$ cat src/rtl/phy_mgmt_pkg.sv
package phy_mgmt_pkg;
  localparam int DW      = 16;
  localparam int AW      = 5;
  localparam int STRAP_W = 12;
  localparam int N_EV    = 9;

  localparam logic [AW-1:0] A_CTRL  = 5'h00;
  localparam logic [AW-1:0] A_STAT  = 5'h01;
  localparam logic [AW-1:0] A_STRAP = 5'h10;
  localparam logic [AW-1:0] A_ISTAT = 5'h14;
  localparam logic [AW-1:0] A_IMASK = 5'h15;
  localparam logic [AW-1:0] A_ICLR  = 5'h17;
  localparam logic [AW-1:0] A_XDATA = 5'h1D;
  localparam logic [AW-1:0] A_XPTR  = 5'h1E;

  // control bits that hold their written value (15 and 9 are one-shot)
  localparam logic [DW-1:0] CTRL_KEEP  = 16'h7D40;
  // capability bits of the status word that are tied to 1
  localparam logic [DW-1:0] STAT_FIXED = 16'h0149;

  typedef struct packed {
    logic       an_en;
    logic       fdx;
    logic       spd_hi;
    logic       spd_lo;
    logic       macclk;
    logic       xover;
    logic       multi;
    logic [4:0] phyad;
  } strap_t;

  function automatic logic [DW-1:0] ctrl_defaults(strap_t s);
    logic [DW-1:0] r;
    r     = '0;
    r[13] = s.spd_lo;
    r[12] = s.an_en;
    r[8]  = s.fdx;
    r[6]  = s.spd_hi;
    return r;
  endfunction

  function automatic logic [DW-1:0] stat_word(logic rf, logic an, logic lnk, logic jab);
    logic [DW-1:0] r;
    r    = STAT_FIXED;
    r[5] = an;
    r[4] = rf;
    r[2] = lnk;
    r[1] = jab;
    return r;
  endfunction
endpackage

$ cat src/rtl/phy_mgmt_sticky.sv
module phy_mgmt_sticky #(
  parameter logic ACTIVE = 1'b1
) (
  input  logic clk,
  input  logic rst_n,
  input  logic clr_i,
  input  logic live_i,
  input  logic rd_i,
  output logic bit_o
);
  logic stk_q;
  logic hit;

  assign hit = (live_i == ACTIVE);

  always_ff @(posedge clk) begin
    if (!rst_n || clr_i) stk_q <= 1'b0;
    else if (hit)        stk_q <= 1'b1;
    else if (rd_i)       stk_q <= 1'b0;
  end

  assign bit_o = stk_q ? ACTIVE : live_i;

  // an event is still visible on the next cycle whatever the live input does
  sticky_hold_chk: assert property (@(posedge clk) disable iff (!rst_n)
    (hit && !clr_i) |=> (bit_o == ACTIVE));
endmodule

$ cat src/rtl/phy_mgmt_irq.sv
module phy_mgmt_irq #(
  parameter int N_EV = 9
) (
  input  logic            clk,
  input  logic            rst_n,
  input  logic            clr_i,
  input  logic [N_EV-1:0] ev_i,
  input  logic            rd_clr_i,
  input  logic            wipe_i,
  input  logic            mask_we_i,
  input  logic            mask_d_i,
  output logic [N_EV-1:0] pend_o,
  output logic            mask_o,
  output logic            irq_o
);
  logic [N_EV-1:0] pend_q;
  logic            mask_q;
  logic            drop;

  assign drop = rd_clr_i || wipe_i;

  always_ff @(posedge clk) begin
    if (!rst_n || clr_i) pend_q <= '0;
    else                 pend_q <= (drop ? '0 : pend_q) | ev_i;
  end

  always_ff @(posedge clk) begin
    if (!rst_n || clr_i) mask_q <= 1'b0;
    else if (mask_we_i)  mask_q <= mask_d_i;
  end

  assign pend_o = pend_q;
  assign mask_o = mask_q;
  assign irq_o  = mask_q && (pend_q != '0);


  ev_capture_chk: assert property (@(posedge clk) disable iff (!rst_n)
    ((ev_i != '0) && !clr_i) |=> ((pend_o & $past(ev_i)) == $past(ev_i)));

  irq_masked_chk: assert property (@(posedge clk) disable iff (!rst_n)
    !mask_o |-> !irq_o);

  wipe_empty_chk: assert property (@(posedge clk) disable iff (!rst_n)
    (wipe_i && (ev_i == '0)) |=> (pend_o == '0));
endmodule

$ cat src/rtl/phy_mgmt_xmem.sv
module phy_mgmt_xmem #(
  parameter int DEPTH = 64,
  parameter int DW    = 16
) (
  input  logic          clk,
  input  logic          rst_n,
  input  logic          clr_i,
  input  logic          acc_rd_i,
  input  logic          acc_wr_i,
  input  logic          ptr_we_i,
  input  logic [DW-1:0] wdata_i,
  output logic [DW-1:0] ptr_o,
  output logic [DW-1:0] data_o
);
  localparam int IW = $clog2(DEPTH);

  logic [DW-1:0] mem [DEPTH];
  logic [DW-1:0] ptr_q;
  logic [IW-1:0] idx;
  logic          step;

  assign idx  = ptr_q[IW-1:0];
  assign step = acc_rd_i || acc_wr_i;

  always_ff @(posedge clk) begin
    if (acc_wr_i) mem[idx] <= wdata_i;
  end

  always_ff @(posedge clk) begin
    if (!rst_n || clr_i) ptr_q <= '0;
    else if (ptr_we_i)   ptr_q <= wdata_i;
    else if (step)       ptr_q <= ptr_q + 1'b1;
  end

  assign ptr_o  = ptr_q;
  assign data_o = mem[idx];


  ptr_step_chk: assert property (@(posedge clk) disable iff (!rst_n)
    (step && !ptr_we_i && !clr_i) |=> (ptr_o == $past(ptr_o) + 16'd1));
endmodule

$ cat src/rtl/phy_mgmt_regs.sv
module phy_mgmt_regs
  import phy_mgmt_pkg::*;
#(
  parameter int XMEM_DEPTH = 64
) (
  input  logic               clk,
  input  logic               rst_n,
  input  logic [AW-1:0]      reg_addr_i,
  input  logic [DW-1:0]      reg_wdata_i,
  input  logic               reg_wr_i,
  input  logic               reg_rd_i,
  output logic [DW-1:0]      reg_rdata_o,
  input  logic [STRAP_W-1:0] strap_i,
  input  logic               link_up_i,
  input  logic               jabber_i,
  input  logic               rfault_i,
  input  logic               an_done_i,
  input  logic [N_EV-1:0]    int_ev_i,
  output logic               irq_o
);
  strap_t        strap_q;
  logic [DW-1:0] ctrl_q;
  logic          srst_q;
  logic          an_rs_q;

  // named access events
  logic wr_ctrl, wr_mask, wr_clr, wr_ptr, wr_xdata;
  logic rd_stat, rd_istat, rd_xdata;
  logic sw_clr;

  assign wr_ctrl  = reg_wr_i && (reg_addr_i == A_CTRL);
  assign wr_mask  = reg_wr_i && (reg_addr_i == A_IMASK);
  assign wr_clr   = reg_wr_i && (reg_addr_i == A_ICLR) && reg_wdata_i[15];
  assign wr_ptr   = reg_wr_i && (reg_addr_i == A_XPTR);
  assign wr_xdata = reg_wr_i && (reg_addr_i == A_XDATA);
  assign rd_stat  = reg_rd_i && (reg_addr_i == A_STAT);
  assign rd_istat = reg_rd_i && (reg_addr_i == A_ISTAT);
  assign rd_xdata = reg_rd_i && (reg_addr_i == A_XDATA);
  assign sw_clr   = srst_q;

  always_ff @(posedge clk) begin
    if (!rst_n) strap_q <= strap_t'(strap_i);
  end

  always_ff @(posedge clk) begin
    if (!rst_n) begin
      ctrl_q  <= ctrl_defaults(strap_t'(strap_i));
      srst_q  <= 1'b0;
      an_rs_q <= 1'b0;
    end else if (srst_q) begin
      ctrl_q  <= ctrl_defaults(strap_q);
      srst_q  <= 1'b0;
      an_rs_q <= 1'b0;
    end else begin
      srst_q  <= wr_ctrl && reg_wdata_i[15];
      an_rs_q <= wr_ctrl && reg_wdata_i[9];
      if (wr_ctrl) ctrl_q <= reg_wdata_i & CTRL_KEEP;
    end
  end

  // sticky status bits: index 0 jabber, 1 remote fault (latch high)
  logic [1:0] lh_live, lh_bit;
  logic       link_bit;
  assign lh_live = {rfault_i, jabber_i};

  for (genvar g = 0; g < 2; g++) begin : g_lh
    phy_mgmt_sticky #(.ACTIVE(1'b1)) u_lh (
      .clk(clk), .rst_n(rst_n), .clr_i(sw_clr),
      .live_i(lh_live[g]), .rd_i(rd_stat), .bit_o(lh_bit[g]));
  end

  phy_mgmt_sticky #(.ACTIVE(1'b0)) u_link (
    .clk(clk), .rst_n(rst_n), .clr_i(sw_clr),
    .live_i(link_up_i), .rd_i(rd_stat), .bit_o(link_bit));

  logic [N_EV-1:0] pend;
  logic            mask_en;

  phy_mgmt_irq #(.N_EV(N_EV)) u_irq (
    .clk(clk), .rst_n(rst_n), .clr_i(sw_clr), .ev_i(int_ev_i),
    .rd_clr_i(rd_istat), .wipe_i(wr_clr), .mask_we_i(wr_mask),
    .mask_d_i(reg_wdata_i[15]), .pend_o(pend), .mask_o(mask_en), .irq_o(irq_o));

  logic [DW-1:0] xptr, xdata;

  phy_mgmt_xmem #(.DEPTH(XMEM_DEPTH), .DW(DW)) u_xmem (
    .clk(clk), .rst_n(rst_n), .clr_i(sw_clr), .acc_rd_i(rd_xdata),
    .acc_wr_i(wr_xdata), .ptr_we_i(wr_ptr), .wdata_i(reg_wdata_i),
    .ptr_o(xptr), .data_o(xdata));

  always_comb begin
    reg_rdata_o = '0;
    case (reg_addr_i)
      A_CTRL:  reg_rdata_o = ctrl_q | {srst_q, 5'b0, an_rs_q, 9'b0};
      A_STAT:  reg_rdata_o = stat_word(lh_bit[1], an_done_i, link_bit, lh_bit[0]);
      A_STRAP: reg_rdata_o = {{(DW-STRAP_W){1'b0}}, strap_q};
      A_ISTAT: reg_rdata_o = {{(DW-N_EV){1'b0}}, pend};
      A_IMASK: reg_rdata_o = {mask_en, {(DW-1){1'b0}}};
      A_XDATA: reg_rdata_o = xdata;
      A_XPTR:  reg_rdata_o = xptr;
      default: reg_rdata_o = '0;
    endcase
  end


  soft_rst_pulse_chk: assert property (@(posedge clk) disable iff (!rst_n)
    srst_q |=> !srst_q);

  restart_pulse_chk: assert property (@(posedge clk) disable iff (!rst_n)
    an_rs_q |=> !an_rs_q);
endmodule

$ cat config.mk
export PLATFORM = sky130hd
export DESIGN_NAME = phy_mgmt_regs
export DESIGN_NICKNAME = d
export VERILOG_FILES = /design/src/rtl/phy_mgmt_pkg.sv /design/src/rtl/phy_mgmt_sticky.sv /design/src/rtl/phy_mgmt_irq.sv /design/src/rtl/phy_mgmt_xmem.sv /design/src/rtl/phy_mgmt_regs.sv
export SDC_FILE = /design/constraint.sdc
export NUM_CORES = 1
export LEC_CHECK = 0
export ABC_AREA = 1
export BUFFER_PORTS_ARGS = -buffer_cell sky130_fd_sc_hd__buf_2
export CAP_MARGIN = 5
export CORE_MARGIN = 1.5
export CORE_UTILIZATION = 35
export DETAILED_ROUTE_END_ITERATION = 6
export PLACE_DENSITY = 0.53
export SLEW_MARGIN = 10
export SYNTH_ARGS = -nofsm -noshare
export SYNTH_HDL_FRONTEND = slang
export SYNTH_HIERARCHICAL = 1
export SYNTH_SLANG_ARGS = --single-unit
$ cat constraint.sdc
create_clock -name clk -period 2.7 [get_ports clk]
set_clock_uncertainty 0.15 [all_clocks]
set_input_delay 0 -clock clk [delete_from_list [all_inputs] [get_ports clk]]
set_output_delay 0 -clock clk [all_outputs]
set_load 0.05 [all_outputs]
==> Word level (Yosys, flattened, before mapping) <==
Memories as Yosys holds them, arrays and structs flattened. A register that Yosys moved wholly into a read port is not among the register bits.
Cells that the tools add are included.
{ "totals": {"ff_bits": 50, "ramBits": 1024, "out_inout_bits": 17, "word_cells": 72, "mem_count": 1} }
{ "memory_table": {"columns": ["name", "depth", "width", "read_ports", "rd_clocked_by_memory_dff", "wr", "line_no", "text"], "rows": [
  ["u_xmem.mem", 64, 16, 1, 1, 1, "phy_mgmt_xmem.sv:17", "logic [DW-1:0] mem [DEPTH];"]
]} }
{ "classes": {"addsub": 1, "n_eq_ne": 9, "n_mux": 18, "bitwise_logic": 3, "reduce_logical": 22} }
{ "op_table": {"columns": ["operator", "n"], "rows": [
  ["16-bit one-hot mux with 7 select lines", 1],
  ["14-bit two-way mux", 3],
  ["16-bit two-way mux", 2],
  ["5-bit == test, second input constant", 6],
  ["16-bit by 1-bit adder with 16-bit output, second input constant", 1],
  ["15-bit by 16-bit bitwise OR with 16-bit output", 1],
  ["1-bit logical AND", 12],
  ["6-bit two-way mux", 2],
  ["1-bit two-way mux", 9],
  ["9-bit two-way mux", 1],
  ["9-bit bitwise OR", 1],
  ["9-bit nonzero test", 1],
  ["2-bit nonzero test", 3],
  ["5-bit by 1-bit == test with 1-bit output, second input constant", 1],
  ["5-bit logical NOT", 1],
  ["1-bit logical OR", 3],
  ["3-bit by 1-bit != test with 1-bit output, second input constant", 1],
  ["2-bit by 1-bit != test with 1-bit output, second input constant", 1],
  ["2-bit OR reduction", 1],
  ["1-bit logical NOT", 1],
  ["1-bit inverter", 1]
]} }

==> Depth between registers and ports, before layout <==
Gate-level depths: netlist of the first run.
{ "logic_depth": {"depth_word": 7, "ltp_mapped": 16, "ltp_nobuf": 13} }

==> By module <==
The synthesis of the first run kept the hierarchy.
{ "modules_own_cells": {"columns": ["mod", "instances", "cells_per_inst", "area_each_um2", "seq_area_each_um2"], "rows": [
  ["phy_mgmt_xmem", 1, 3690, 42990.0, 31189.9],
  ["phy_mgmt_regs", 1, 236, 1532.7, 580.6],
  ["phy_mgmt_irq", 1, 44, 351.6, 200.2],
  ["phy_mgmt_sticky at g_lh[0].u_lh ...", 2, 10, 68.8, 20.0],
  ["phy_mgmt_sticky at u_link", 1, 7, 46.3, 20.0]
]} }

==> Worst setup path before layout of the first run <==
OpenSTA, ideal clock, no wires.
{ "synth_path": {"path_type": "flip-flop to flip-flop", "startpoint": "register u_xmem.ptr_q[5] (netlist: u_xmem/ptr_o[5])", "endpoint": "memory u_xmem.mem[50][0], enable pin", "setup_time_ps": 430, "arrival_time_ps": 2390, "slack_ps": -270, "path_stages_with_launch": 6, "path_buffers": 1, "synth_period_minus_slack_ps": 2970, "cell_sequence": "dfxtp_1 -> buf_2 -> nand2_1 -> inv_1 -> nand3_1 -> nor4_1"} }
{ "synth_rtl": {"columns": ["element", "line_no", "text"], "rows": [
  ["from (decl)", "phy_mgmt_xmem.sv:18", "logic [DW-1:0] ptr_q;"],
  ["from (signal assigned)", "phy_mgmt_xmem.sv:31", "else if (ptr_we_i) ptr_q <= wdata_i;"],
  ["from (signal assigned)", "phy_mgmt_xmem.sv:32", "else if (step) ptr_q <= ptr_q + 1'b1;"],
  ["to (decl)", "phy_mgmt_xmem.sv:17", null]
]} }
No word-level cell before the write port.

==> results.toml, run 1 <==
[layout]
num-fill-cells = 11620
drive_above_1_share_pct = 17.94
final_util_pct = 43.88
fin_area_um2 = 56020
final_net_count = 4408
area_growth_syn_to_layout_pct = 24.33

[critical_path]
cp_cell_sequence = "buf_12 -> buf_16 -> buf_6 -> nand3_1 -> nand3_1 -> nand2_1 -> nand2_1 -> nand3_1 -> nand3_2 -> nand2_2 -> nand2_2 -> nand2_1 -> inv_1 -> nand2_1 -> buf_6"
critical_path_class = "reg -> out"
cpPeakStageDelay_ns = 0.48
cp-start-kind = "register"
crit_top_cell = "nand2_1"
crit_arrival_ns = 3.04
crit_path_max_fanout = 37
crit_slowest_cell = "dfxtp_4"
endpoint_kind = "primary output"
cp_top_family = "simple AND/OR/NAND/NOR gates"
crit_buf_inv = 5
worstPathRequired_ns = 2.55

[status]
run_status = "finished, violations left"
violations = "setup timing"

[floorplan]
rows = 131
pin_count = 67
core_um2 = 127700
dieArea_um2 = 130900
die_h_um = 361.8
die_width_um = 361.8
initial_core_util_pct = 35.29

[clocking]
clk_pin_slew_worst_paths_ns = 0.06
clockRootBuffer = "clkbuf_16"
cts_num_sinks = 1080
cts_tree = "yes"
htreeDepth = 3
cts.path.max_buffers = 3
cts_buffers = 111
clk_latency_ns = 0.73

[routing]
drt_iter0_markers = 3374
dr.pass1.iters = 6
viasPerCell = 5.188
vias = 31680
drc = 0
wl_per_cell_um = 22.83
antenna_left = 0
drt-total-wl_um = 139400

[place]
place_ws_ns = -0.04945
placed_area_um2 = 48830
numPortBuffers = 66
dp_hpwl_um = 79680
routabilityCongestion = 0.8364

[logic_synthesis]
synth_area_um2 = 45060
synth-edff-count = 1040
yosysTopAreaCellShare_pct = 69.31
async_flop_share_pct = 0
postSynthAreaPerCell_um2 = 11.27
syn_inst = 3997
synth_ff_type = "edfxtp_1"
synth_common_cells = "nand2_1, edfxtp_1, nand3_1, nor2_1, buf_2"
ys.warnings.count = 6
yosysTopAreaCell = "edfxtp_1"
yosysSeqAreaShare_pct = 71.09
synth.most_common_cell = "nand2_1"
synth-seq-cells = 1080
synth_nets = 4048
yosysUniqueCellTypes = 35
yosys-top-cells-area = "edfxtp_1, nand2_1, nand3_1"

[global_routing]
grtUsageTotal_pct = 20.67
globalRouteOverflowTotal = 0
grt_pass1_wl_um = 201600
grt_pass1_vias = 30040
grt_max_degree = 68
antenna_found_initial = 3

[sta]
fin_ws_ns = -0.4947
drv_slew = 0
fmax_ghz = 0.3130
worstMarginPinSlew_ns = 1.005
tns_ns = -6.852
min_period_ns = 3.195
fin_crit_sh_pct = 118.3
setup_viol = 16
rsz0062_at_grt = "yes"
hold_viol = 0
slew_headroom_pct = 32.97

[worst_hold_path]
hold_path_class = "in -> reg"

[power_and_ir_drop]
pwr-share-seq_pct = 51.6
leakage_uw = 0.02052
powerDensity_nw_per_um2 = 637.6
ir_drop_v = 0.0004906
p_comb_share_pct = 5.6
p_sw_share_pct = 21.71
p_switching_uw = 7755
p_int_uw = 27970
pwr-share-clk_pct = 42.8

[job]
drv_cap = 0
area by class of cell:
cell class / count / area, um2 / share of cell area (%)
Antenna cell: 2 / 5.005 / 0.008934
Clock buffer: 140 / 2959 / 5.282
Clock inverter: 59 / 610.6 / 1.090
Inverter: 82 / 357.8 / 0.6387
Multi-Input combinational cell: 2596 / 12250 / 21.86
Sequential cell: 1080 / 32040 / 57.20
Tap cell: 1662 / 2079 / 3.712
Timing Repair Buffer: 484 / 5682 / 10.14
Timing Repair inverter: 2 / 38.79 / 0.06924
through the flow:
step / hold WS, ns / power, uW / cells
after global placement: 0.02850 / 20360 / 5733
after floorplan: -0.05113 / 19500 / 3997
after global routing: 0.1388 / 36740 / 6105
final: 0.1342 / 35720 / 6107
after CTS: 0.09785 / 35800 / 6069
after detailed placement: 0.02809 / 20360 / 5733
state kept, by name, summed over array words and instances, names as in the netlist, 2 cells and up, named ones only:
signal	cells
g_lh.u_lh/stk_q	2
ctrl_q	7
u_xmem/mem	1024
strap_q	12
u_xmem/ptr_o	16
u_irq/pend_o	9
power by group through the flow:
stage,registers (uW),clock network (uW),logic [uW]
floorplan,18800,0,742
global placement,18800,0,1590
detailed placement,18800,0,1590
CTS,18400,15500,1870
global route,18400,16200,2160
finish,18400,15300,2020
final timing paths:
path,from,to,slack (ns),depth (start not counted)
worst max-delay path,register,reg_rdata_o[6],-0.49,15
worst min-delay path,reg_wdata_i[10],u_xmem/mem[56][10],0.13,2
worst max register to register,u_xmem/ptr_o[0],u_xmem/ptr_o[8],0.18,10
worst min register to register,ctrl_q[11],ctrl_q[11],0.37,4
routing by layer:
layer | GRT usage, % | vias up | part of all wire, %
met1 | 28.91 | 15640 | 43
met2 | 33.42 | 1177 | 47
met5 | 0 | - | 0
li1 | - | 14690 | -
met4 | 5.685 | 0 | 2.1
met3 | 3.188 | 169 | 7.2
cells in the final DEF, fill, tap and decap left out, types with 8 or more instances in the layout:
| master | n |
|---|---|
| bufinv_16 | 12 |
| dlygate4sd3_1 | 108 |
| nand3_4 | 19 |
| nand3_2 | 102 |
| o21ai_0 | 12 |
| a21oi_1 | 31 |
| nand2_1 | 1355 |
| clkbuf_1 | 24 |
| nor2_1 | 127 |
| nor2_2 | 24 |
| nand3_1 | 782 |
| dfxtp_1 | 35 |
| clkbuf_16 | 129 |
| clkinv_1 | 15 |
| edfxtp_1 | 1040 |
| buf_2 | 50 |
| inv_2 | 9 |
| buf_4 | 173 |
| clkinv_2 | 22 |
| buf_6 | 33 |
| nand2_4 | 8 |
| buf_16 | 27 |
| nand2_2 | 69 |
| nor2_4 | 10 |
| nand4_1 | 26 |
| inv_1 | 68 |
| buf_12 | 69 |
cell families (layout without fill, tap and decap cells):
family / after synthesis / in the layout / synth area share, %
adder cells (fa/ha/maj): 1 / 1 / 0.02776
flip-flops: 1080 / 1080 / 71.09
buffers and inverters: 321 / 767 / 4.107
AND/OR/NAND/NOR: 2537 / 2537 / 24.07
other: 0 / 2 / 0
AO/OA/AOI/OAI: 58 / 58 / 0.7109
repair_timing:
| action | in CTS | in global routing |
|---|---|---|
| setup buffers | 12 | 20 |
| endpoints found under the hold margin | 875 | 0 |
| hold buffers | 108 | 0 |
| resized for setup | 148 | 187 |
| pin swaps | 12 | 75 |
| gates cloned | 17 | 17 |
| endpoints found under the setup margin | 16 | 33 |
(Power assumes the default switching activity.)
==> inputs of run 2 (changes only) <==
--- a/config.mk
+++ b/config.mk
@@ -12,6 +12,7 @@
 export CORE_UTILIZATION = 35
 export DETAILED_ROUTE_END_ITERATION = 6
 export PLACE_DENSITY = 0.53
+export SKIP_LAST_GASP = 1
 export SLEW_MARGIN = 10
 export SYNTH_ARGS = -nofsm -noshare
 export SYNTH_HDL_FRONTEND = slang
==> results.toml, run 2 (synthesized netlist as in run 1, its figures left out) <==
[status]
run_status = "finished, violations left"
violations = "setup timing"

[layout]
final_net_count = 4395
drive_above_1_share_pct = 16.16
final_util_pct = 43.42
final_cell_mix = "nand2_1, edfxtp_1, nand3_1, buf_4, nor2_1"
stdcell_count = 6093
regMostFlops = "u_xmem/mem"
area_growth_syn_to_layout_pct = 23.05
num-fill-cells = 11670
largest_register_ffs = 1024
fin_area_um2 = 55450
mostFrequentLayoutCell = "nand2_1"

[routing]
vias = 31550
wl_per_cell_um = 22.66
drt-total-wl_um = 138100
drt_iter0_markers = 3216
dr.pass1.iters = 7
antenna_left = 0
viasPerCell = 5.179
drc = 0

[critical_path]
crit_slowest_cell = "dfxtp_4"
cp_cell_sequence = "buf_12 -> buf_16 -> buf_4 -> nand3_1 -> nand3_1 -> nand2_1 -> nand2_1 -> nand3_1 -> nand3_2 -> nand2_2 -> nand2_2 -> nand2_1 -> inv_1 -> nand2_1 -> buf_6"
cp_top_family = "simple AND/OR/NAND/NOR gates"
crit_buf_inv = 5
critical_path_class = "reg -> out"
cpPeakStageDelay_ns = 0.48
cp-start-kind = "register"
worst-path-stages = 15
crit_arrival_ns = 3.09
reg2regPathDepth = 11
endpoint_kind = "primary output"
crit_top_cell = "nand2_1"
crit_path_max_fanout = 37
worstPathRequired_ns = 2.55

[floorplan]
pin_count = 67
dieArea_um2 = 130900
core_um2 = 127700
rows = 131
initial_core_util_pct = 35.29
die_h_um = 361.8
die_width_um = 361.8

[worst_hold_path]
hold_path_class = "in -> reg"
whs_path_depth = 2

[place]
place_ws_ns = -0.04945
routabilityCongestion = 0.8364
placed_area_um2 = 48830
numPortBuffers = 66
dp_hpwl_um = 79680
place_inst = 5733

[global_routing]
grtUsageTotal_pct = 20.65
globalRouteOverflowTotal = 0
antenna_found_initial = 3
grt_pass1_wl_um = 201400
grt_pass1_vias = 30010
grt_max_degree = 68

[sta]
rsz0062_at_grt = "yes"
fin_crit_sh_pct = 120.1
drv_slew = 0
fmax_ghz = 0.3085
setup_viol = 16
slew_headroom_pct = 32.44
hold_viol = 0
worstMarginPinSlew_ns = 1.013
min_period_ns = 3.242
fin_ws_ns = -0.5416

[clocking]
cts_tree = "yes"
cts.path.max_buffers = 3
clk_pin_slew_worst_paths_ns = 0.06
cts_num_sinks = 1080
clk_latency_ns = 0.73
cts_buffers = 111
htreeDepth = 3
clockRootBuffer = "clkbuf_16"

[power_and_ir_drop]
leakage_uw = 0.02032
total_power_uw = 35660
powerDensity_nw_per_um2 = 643.2
ir_drop_v = 0.0005010

[job]
drv_cap = 0
[run 2: changes by cell type in the layout (fill, tap and decap cells not counted), sizes merged]
cell and delta:
buf -10, bufbuf +3, clkbuf -6, clkinv -1, diode -1, inv +1
[run 2: final cells by class]
type	count	area [um2]	share of cell area [%]
clock buffer	140	2959	5.337
sequential	1080	32040	57.79
clock inverter	59	610.6	1.101
inverter	82	357.8	0.6454
tap	1662	2079	3.750
antenna	1	2.502	0.004513
timing repair buffer	471	5441	9.814
multi-input combinational	2596	11930	21.51
timing repair inverter	2	25.02	0.04513
[run 2: worst reg2reg max path, cell delays in order (launching register included)]
cell and delay, ns:
dfxtp_2 0.44, buf_4 0.18, ha_1 0.18, nand2_1 0.08, nor2_2 0.20, nand2_1 0.15, inv_2 0.11, nand2_1 0.08
nor3_1 0.15, o21a_1 0.13, nor2_1 0.03, dlygate4sd3_1 0.55
[run 2: where the power goes]
group / total (uW) / leakage, uW / internal (uW) / switching, uW
clock: 15300 / 0.00175 / 8850 / 6430
sequential: 18400 / 0.00969 / 18400 / 28.8
combinational: 1960 / 0.00888 / 702 / 1260
[run 2: worst paths after layout]
kind                        to             from  slack, ns
max             reg_rdata_o[6]         register      -0.54
min reg2reg         ctrl_q[11]       ctrl_q[11]       0.37
max reg2reg    u_xmem/ptr_o[8]  u_xmem/ptr_o[1]       0.19
min          u_xmem/mem[58][6]   reg_wdata_i[6]       0.13
[run 2: timing repair]
| item | in CTS | in global routing |
|---|---|---|
| hold endpoints to repair | 875 | 0 |
| setup endpoints to repair | 16 | 33 |
| resized for setup | 118 | 120 |
| pin swaps | 12 | 39 |
| hold buffers | 108 | 0 |
| gates cloned | 17 | 10 |
| setup buffers | 12 | 13 |
[run 2: routing by layer]
layer	share of wire, %	vias to the layer above	track usage [%]
li1	-	14660	-
met1	44	15620	28.92
met2	47	1109	33.34
met3	6.8	164	3.149
met4	2.0	0	5.726
met5	0	-	0
[run 2: stage by stage]
step	hold WS (ns)	setup TNS [ns]
5_1_grt	0.1398	-9.204
6_report	0.1297	-7.232
4_1_cts	0.09785	-8.466
2_1_floorplan	-0.05113	-17.28
3_3_place_gp	0.02850	-0.2122
3_5_place_dp	0.02809	-0.1567
